<file path="config.mk">
export PLATFORM = sky130hd
export DESIGN_NAME = sym_fir_top
export DESIGN_NICKNAME = d
export VERILOG_FILES = /design/src/rtl/sym_fir_pkg.sv /design/src/rtl/sym_fir_flow.sv /design/src/rtl/sym_fir_prod.sv /design/src/rtl/sym_fir_chain.sv /design/src/rtl/sym_fir_top.sv
export SDC_FILE = /design/constraint.sdc
export NUM_CORES = 2
export LEC_CHECK = 0
export BUFFER_PORTS_ARGS = -buffer_cell sky130_fd_sc_hd__clkbuf_2
export CAP_MARGIN = 10
export CORE_AREA = 4 4 343 345
export DETAILED_ROUTE_END_ITERATION = 12
export DIE_AREA = 0 0 347 349
export HOLD_SLACK_MARGIN = 0.06
export PLACE_DENSITY = 0.58
export SETUP_SLACK_MARGIN = 0.15
export SYNTH_ARGS = -nofsm -noshare
export SYNTH_HDL_FRONTEND = slang
export SYNTH_SLANG_ARGS = --single-unit
</file>
<file path="constraint.sdc">
create_clock -name clk -period 8.95 [get_ports clk]
set_input_delay 0 -clock clk [delete_from_list [all_inputs] [get_ports clk]]
set_output_delay 0 -clock clk [all_outputs]
set_load 0.02 [all_outputs]
</file>
<file path="src/rtl/sym_fir_pkg.sv">
package sym_fir_pkg;

  localparam int DEF_TAPS = 11;
  localparam int DEF_XW   = 16;
  localparam int DEF_CW   = 16;
  localparam int DEF_AW   = 36;

  // index of the distinct product that serves chain position k
  function automatic int mirror_idx(input int k, input int taps);
    return (k < (taps - 1 - k)) ? k : (taps - 1 - k);
  endfunction

endpackage

</file>
<file path="src/rtl/sym_fir_flow.sv">
module sym_fir_flow (
  input  logic clk,
  input  logic rst,
  input  logic in_valid,
  input  logic out_ready,
  output logic in_ready,
  output logic load,
  output logic adv,
  output logic out_valid
);

  logic prod_full;

  assign adv      = prod_full && (!out_valid || out_ready);
  assign in_ready = !prod_full || adv;
  assign load     = in_valid && in_ready;

  always_ff @(posedge clk) begin
    if (rst) begin
      prod_full <= 1'b0;
      out_valid <= 1'b0;
    end else begin
      if (load)      prod_full <= 1'b1;
      else if (adv)  prod_full <= 1'b0;
      if (adv)            out_valid <= 1'b1;
      else if (out_ready) out_valid <= 1'b0;
    end
  end

  AST_RESET_CLEAR: assert property (@(posedge clk)
    $past(rst) |-> (!out_valid && !prod_full));

  AST_FIRST_OUT: assert property (@(posedge clk) disable iff (rst)
    $rose(out_valid) |-> $past(load, 2));

  AST_OUT_HOLD: assert property (@(posedge clk) disable iff (rst)
    (out_valid && !out_ready) |=> out_valid);

  AST_STALL_BLOCK: assert property (@(posedge clk) disable iff (rst)
    (prod_full && out_valid && !out_ready) |-> !in_ready);

endmodule

</file>
<file path="src/rtl/sym_fir_prod.sv">
module sym_fir_prod #(
  parameter int NUNIQ = 6,
  parameter int XW    = 16,
  parameter int CW    = 16,
  parameter int PW    = XW + CW,
  parameter logic [NUNIQ*CW-1:0] COEFS = '0
) (
  input  logic                clk,
  input  logic                rst,
  input  logic                load,
  input  logic [XW-1:0]       x_in,
  output logic [NUNIQ*PW-1:0] prod_flat
);

  logic signed [XW-1:0] xs;
  assign xs = $signed(x_in);

  for (genvar j = 0; j < NUNIQ; j++) begin : g_mul
    localparam logic signed [CW-1:0] COEF = COEFS[j*CW +: CW];
    logic signed [PW-1:0] p_q;
    always_ff @(posedge clk) begin
      if (rst)       p_q <= '0;
      else if (load) p_q <= xs * COEF;
    end
    assign prod_flat[j*PW +: PW] = p_q;
  end

  AST_PROD_HOLD: assert property (@(posedge clk) disable iff (rst)
    !load |=> $stable(prod_flat));

endmodule

</file>
<file path="src/rtl/sym_fir_chain.sv">
module sym_fir_chain #(
  parameter int TAPS  = 11,
  parameter int PW    = 32,
  parameter int AW    = 36,
  localparam int NUNIQ = (TAPS + 1) / 2
) (
  input  logic                clk,
  input  logic                rst,
  input  logic                adv,
  input  logic [NUNIQ*PW-1:0] prod_flat,
  output logic [AW-1:0]       y
);

  logic signed [AW-1:0] pe  [NUNIQ];
  logic signed [AW-1:0] acc [1:TAPS-1];
  logic signed [AW-1:0] y_q;

  for (genvar j = 0; j < NUNIQ; j++) begin : g_ext
    assign pe[j] = {{(AW-PW){prod_flat[j*PW+PW-1]}}, prod_flat[j*PW +: PW]};
  end

  for (genvar k = 1; k < TAPS; k++) begin : g_acc
    localparam int M = sym_fir_pkg::mirror_idx(k, TAPS);
    if (k == TAPS - 1) begin : g_tail
      always_ff @(posedge clk) begin
        if (rst)      acc[k] <= '0;
        else if (adv) acc[k] <= pe[M];
      end
    end else begin : g_mid
      always_ff @(posedge clk) begin
        if (rst)      acc[k] <= '0;
        else if (adv) acc[k] <= pe[M] + acc[k+1];
      end
    end
  end

  always_ff @(posedge clk) begin
    if (rst)      y_q <= '0;
    else if (adv) y_q <= pe[0] + acc[1];
  end

  assign y = y_q;

  AST_CHAIN_HOLD: assert property (@(posedge clk) disable iff (rst)
    !adv |=> $stable(y_q));

endmodule

</file>
<file path="src/rtl/sym_fir_top.sv">
module sym_fir_top #(
  parameter int TAPS = sym_fir_pkg::DEF_TAPS,
  parameter int XW   = sym_fir_pkg::DEF_XW,
  parameter int CW   = sym_fir_pkg::DEF_CW,
  parameter int AW   = sym_fir_pkg::DEF_AW,
  localparam int NUNIQ = (TAPS + 1) / 2,
  localparam int PW    = XW + CW,
  // h[0] in the low slice; h[TAPS-1-k] mirrors h[k]
  parameter logic [NUNIQ*CW-1:0] COEFS =
    {16'h0400, 16'hFED3, 16'h0082, 16'hFFC6, 16'h0013, 16'hFFF9}
) (
  input  logic          clk,
  input  logic          rst,
  input  logic          in_valid,
  output logic          in_ready,
  input  logic [XW-1:0] in_data,
  output logic          out_valid,
  input  logic          out_ready,
  output logic [AW-1:0] out_data
);

  logic                load;
  logic                adv;
  logic [NUNIQ*PW-1:0] prod_flat;

  sym_fir_flow u_flow (
    .clk       (clk),
    .rst       (rst),
    .in_valid  (in_valid),
    .out_ready (out_ready),
    .in_ready  (in_ready),
    .load      (load),
    .adv       (adv),
    .out_valid (out_valid)
  );

  sym_fir_prod #(
    .NUNIQ (NUNIQ),
    .XW    (XW),
    .CW    (CW),
    .PW    (PW),
    .COEFS (COEFS)
  ) u_prod (
    .clk       (clk),
    .rst       (rst),
    .load      (load),
    .x_in      (in_data),
    .prod_flat (prod_flat)
  );

  sym_fir_chain #(
    .TAPS (TAPS),
    .PW   (PW),
    .AW   (AW)
  ) u_chain (
    .clk       (clk),
    .rst       (rst),
    .adv       (adv),
    .prod_flat (prod_flat),
    .y         (out_data)
  );

  AST_OUT_STABLE: assert property (@(posedge clk) disable iff (rst)
    (out_valid && !out_ready) |=> $stable(out_data));

endmodule

</file>
==> summary.txt <==
Run status
  • Outcome: completed

Timing
  • Worst Max-Slew Pin Slew: 1.04 ns
  • Setup violation total in the final timing report: 0
  • Final Critical Period: 5.33 ns
  • Final hold vios: 0
  • Period utilisation layout: 59.6%
  • Final setup margin: 3.62 ns
  • Setup TNS Final: 0 ns
  • Final Hold Slack: 0.255 ns
  • Max_slew headroom: 30.6%
  • Fmax: 0.187 GHz
  • RSZ-0062 raised after global routing: false
  • Clock Skew: 0.0370 ns
  • Max-slew violation count: 0

Placed design
  • Final Wtd Congestion: 0.887
  • Dpl ws: 3.50 ns
  • DP Area: 0.0430 sq mm
  • Detailed Place HPWL: 87.5 mm
  • Port bufs: 57

Logic synthesis
  • Cells after Synth: 4501
  • Synth Register Bits: 494
  • Syn_nets: 5206
  • Register area share after synthesis: 32.4%
  • Number of flops mapped to enable cells by yosys: 344
  • Top FF cell, synth: edfxtp_1
  • Synth Cell Area: 0.0411 sq mm
  • Async SR Flop Fraction: 0%
  • Synth cell types: 84
  • Syn Area/Cell: 9.14 sq um
  • Syn. warnings: 0

GRT
  • Largest net degree at the start of global routing: 148
  • Total grt overflow: 0
  • Vias in the first global route: 31300
  • First-pass GRT wire length: 181 mm
  • Total GRT Usage: 18.7%
  • Antenna violations before repair: 2

Drt
  • Drt first-iter violations: 2067
  • DRC violation count after routing: 0
  • ANT nets after route: 0
  • WL/cell: 18.9 um
  • Vias per cell: 5.31
  • Via Count: 32400
  • Detailed Route WL: 115 mm
  • Drt first pass iters: 5

Cells and area
  • Fin area: 0.0452 sq mm
  • Area added between synthesis and finish: 9.94%
  • Commonest non-fill, non-tap cell in the layout: ha_1
  • FILL cells: 11500
  • Share of cells above drive strength 1: 4.63%
  • Most frequent cells in the layout: 584 x ha_1, 443 x nor2_1, 410 x a21oi_1
  • Nets: 5237

Clock network
  • Setup Fix Bufs, Post-CTS: 0
  • Clk slew on worst S/H paths: 0.06 ns
  • Max Root-Sink Buffers: 3
  • CTS tree: done
  • CTS root buffer: clkbuf_16
  • Clk_lat worst skew: 0.65 ns
  • # H-tree levels: 2
  • Clock sinks: 494
  • Post_cts resized: 0
  • TritonCTS Buffers: 58

Worst setup path
  • Bufs and invs on worst path: 6
  • CP max FO: 11
  • Slowest-stage cell, CP: dlygate4sd3_1
  • Kind of cell adding the most delay to the critical path: adder cells
  • Largest stage delay, worst path: 0.53 ns
  • Critical path arrival: 5.88 ns
  • CP Class: in2reg
  • CP endpoint kind: flop
  • Req. time, crit path: 9.50 ns
  • Crit start category: input port
  • Critical-path cell list: dlygate4sd3_1 -> clkbuf_2 -> inv_1 -> ha_1 -> inv_1 -> fa_1 -> fa_1 -> inv_1 -> fa_1 -> fa_1 -> inv_1 -> ha_1 -> a21o_1 -> a21oi_1 -> a21boi_0 -> a31oi_1 -> a21oi_1 -> a31oi_1 -> o21ai_1 -> a221oi_1 -> xnor2_1 -> a211oi_1

Min path
  • Hold WC Path Type: in2reg

Die
  • Core area: 0.114 sq mm
  • # IOs: 58
  • Die width: 347 um
  • Starting Density: 36.0%
  • Die Ht: 349 um
  • Die area: 0.121 sq mm
  • Standard-cell rows: 124

Power
  • Pwr Total: 0.00946 W
  • Leak: 20.8 nW
  • Peak VDD IR: 0.138 mV
  • Power per standard cell area: 209 mW/mm^2

Job
  • Max-cap violations: 0
==> worst paths after layout <==
check	from	cells after the start	endpoint	slack, ns
max	in_data[5]	22	u_prod.g_mul[4].p_q[25]	3.62
min	in_data[15]	3	u_prod.g_mul[1].p_q[20]	0.26
max reg2reg	u_prod.g_mul[4].p_q[0]	13	u_chain.acc[6][32]	4.27
min reg2reg	u_chain.y[10]	2	u_chain.y[10]	0.45
==> Yosys cell counts, drive strengths merged, types with 8 or more instances <==
cell type | instances | area share (%)
clkbuf | 120 | 1.1
o21ai | 209 | 2.5
a21o | 222 | 4.1
nand3 | 63 | 0.77
nand2b | 38 | 0.58
fa | 101 | 4.9
o211ai | 10 | 0.18
or2 | 15 | 0.23
nand4 | 35 | 0.53
nand2 | 382 | 3.5
xor2 | 141 | 3.0
o22ai | 11 | 0.17
nor3b | 13 | 0.24
a211oi | 66 | 1.2
xnor2 | 194 | 4.1
nor4 | 8 | 0.12
and3 | 43 | 0.65
a211o | 12 | 0.26
o21a | 56 | 1.0
inv | 349 | 3.2
ha | 584 | 18
o31ai | 12 | 0.23
and2 | 61 | 0.93
a31oi | 53 | 0.84
a21oi | 411 | 5.0
o21bai | 57 | 1.0
nor3 | 80 | 0.97
nor2b | 50 | 0.76
edfxtp | 344 | 25
and4 | 9 | 0.19
a21boi | 12 | 0.22
dfxtp | 150 | 7.3
a221oi | 11 | 0.31
nor2 | 444 | 4.1
nand3b | 10 | 0.18
a31o | 9 | 0.19
or3 | 17 | 0.26
==> area by class of cell <==
type	count	area [sq um]	area share [%]
antenna	1	2.50	0.00554
clock buffer	78	1650	3.64
tap	1512	1890	4.18
inverter	349	1320	2.91
timing repair buffer	95	651	1.44
clock inverter	30	322	0.711
sequential	494	13300	29.5
multi-input combinational	3534	26000	57.6
==> layer usage <==
metal | share of wire (%) | wire (um) | global-route usage, %
met1 | 49 | 56400 | 27.2
met2 | 44 | 51100 | 30.0
met3 | 5.2 | 6030 | 2.51
met4 | 1.6 | 1810 | 3.29
met5 | 0 | 0 | 0
==> report_power, final <==
part	internal (W)	switching (W)	leakage, nW
registers	0.00270	0.000220	4.90
clock network	0.00144	0.00103	0.966
logic	0.00162	0.00244	14.9
total	0.00576	0.00370	20.8
==> logic make-up (layout without fill, tap and decap cells) <==
family / Yosys count / count (layout) / share of synthesized area, %
simple gates: 1283 / 1283 / 14.3
other cells: 0 / 1 / 0
buf+inv: 473 / 552 / 4.32
fa+ha+maj: 685 / 685 / 22.7
flops: 494 / 494 / 32.4
xor+xnor: 335 / 335 / 7.14
mux: 5 / 5 / 0.122
compound gates: 1226 / 1226 / 19.1
==> stage by stage <==
step | util [%] | cells
finish | 39.6 | 6093
global route | 39.6 | 6092
CTS | 39.6 | 6092
detailed placement | 37.7 | 5963
global placement | 37.7 | 5963
floorplan | - | 4501
==> sequential cells by signal, summed over array words and instances, names as in the netlist <==
register and flops:
u_flow.out_valid 1, u_flow.prod_full 1, u_chain.y 36, u_prod.g_mul.p_q 112, u_chain.acc 344
==> worst register-to-register path: cells and delay by family (launching register included) <==
kind	cells	cell delay, ns
compound gates	8	2.41
flops	1	0.85
fa+ha+maj	2	0.73
simple gates	2	0.36
buf+inv	1	0.07
==> timing repair <==
| item | in CTS | in global routing |
|---|---|---|
| endpoints found under the setup margin | 0 | 0 |
| hold endpoints to repair | 35 | 0 |
| hold buffers | 21 | 0 |
No activity file was read; power rests on OpenSTA's default activity.
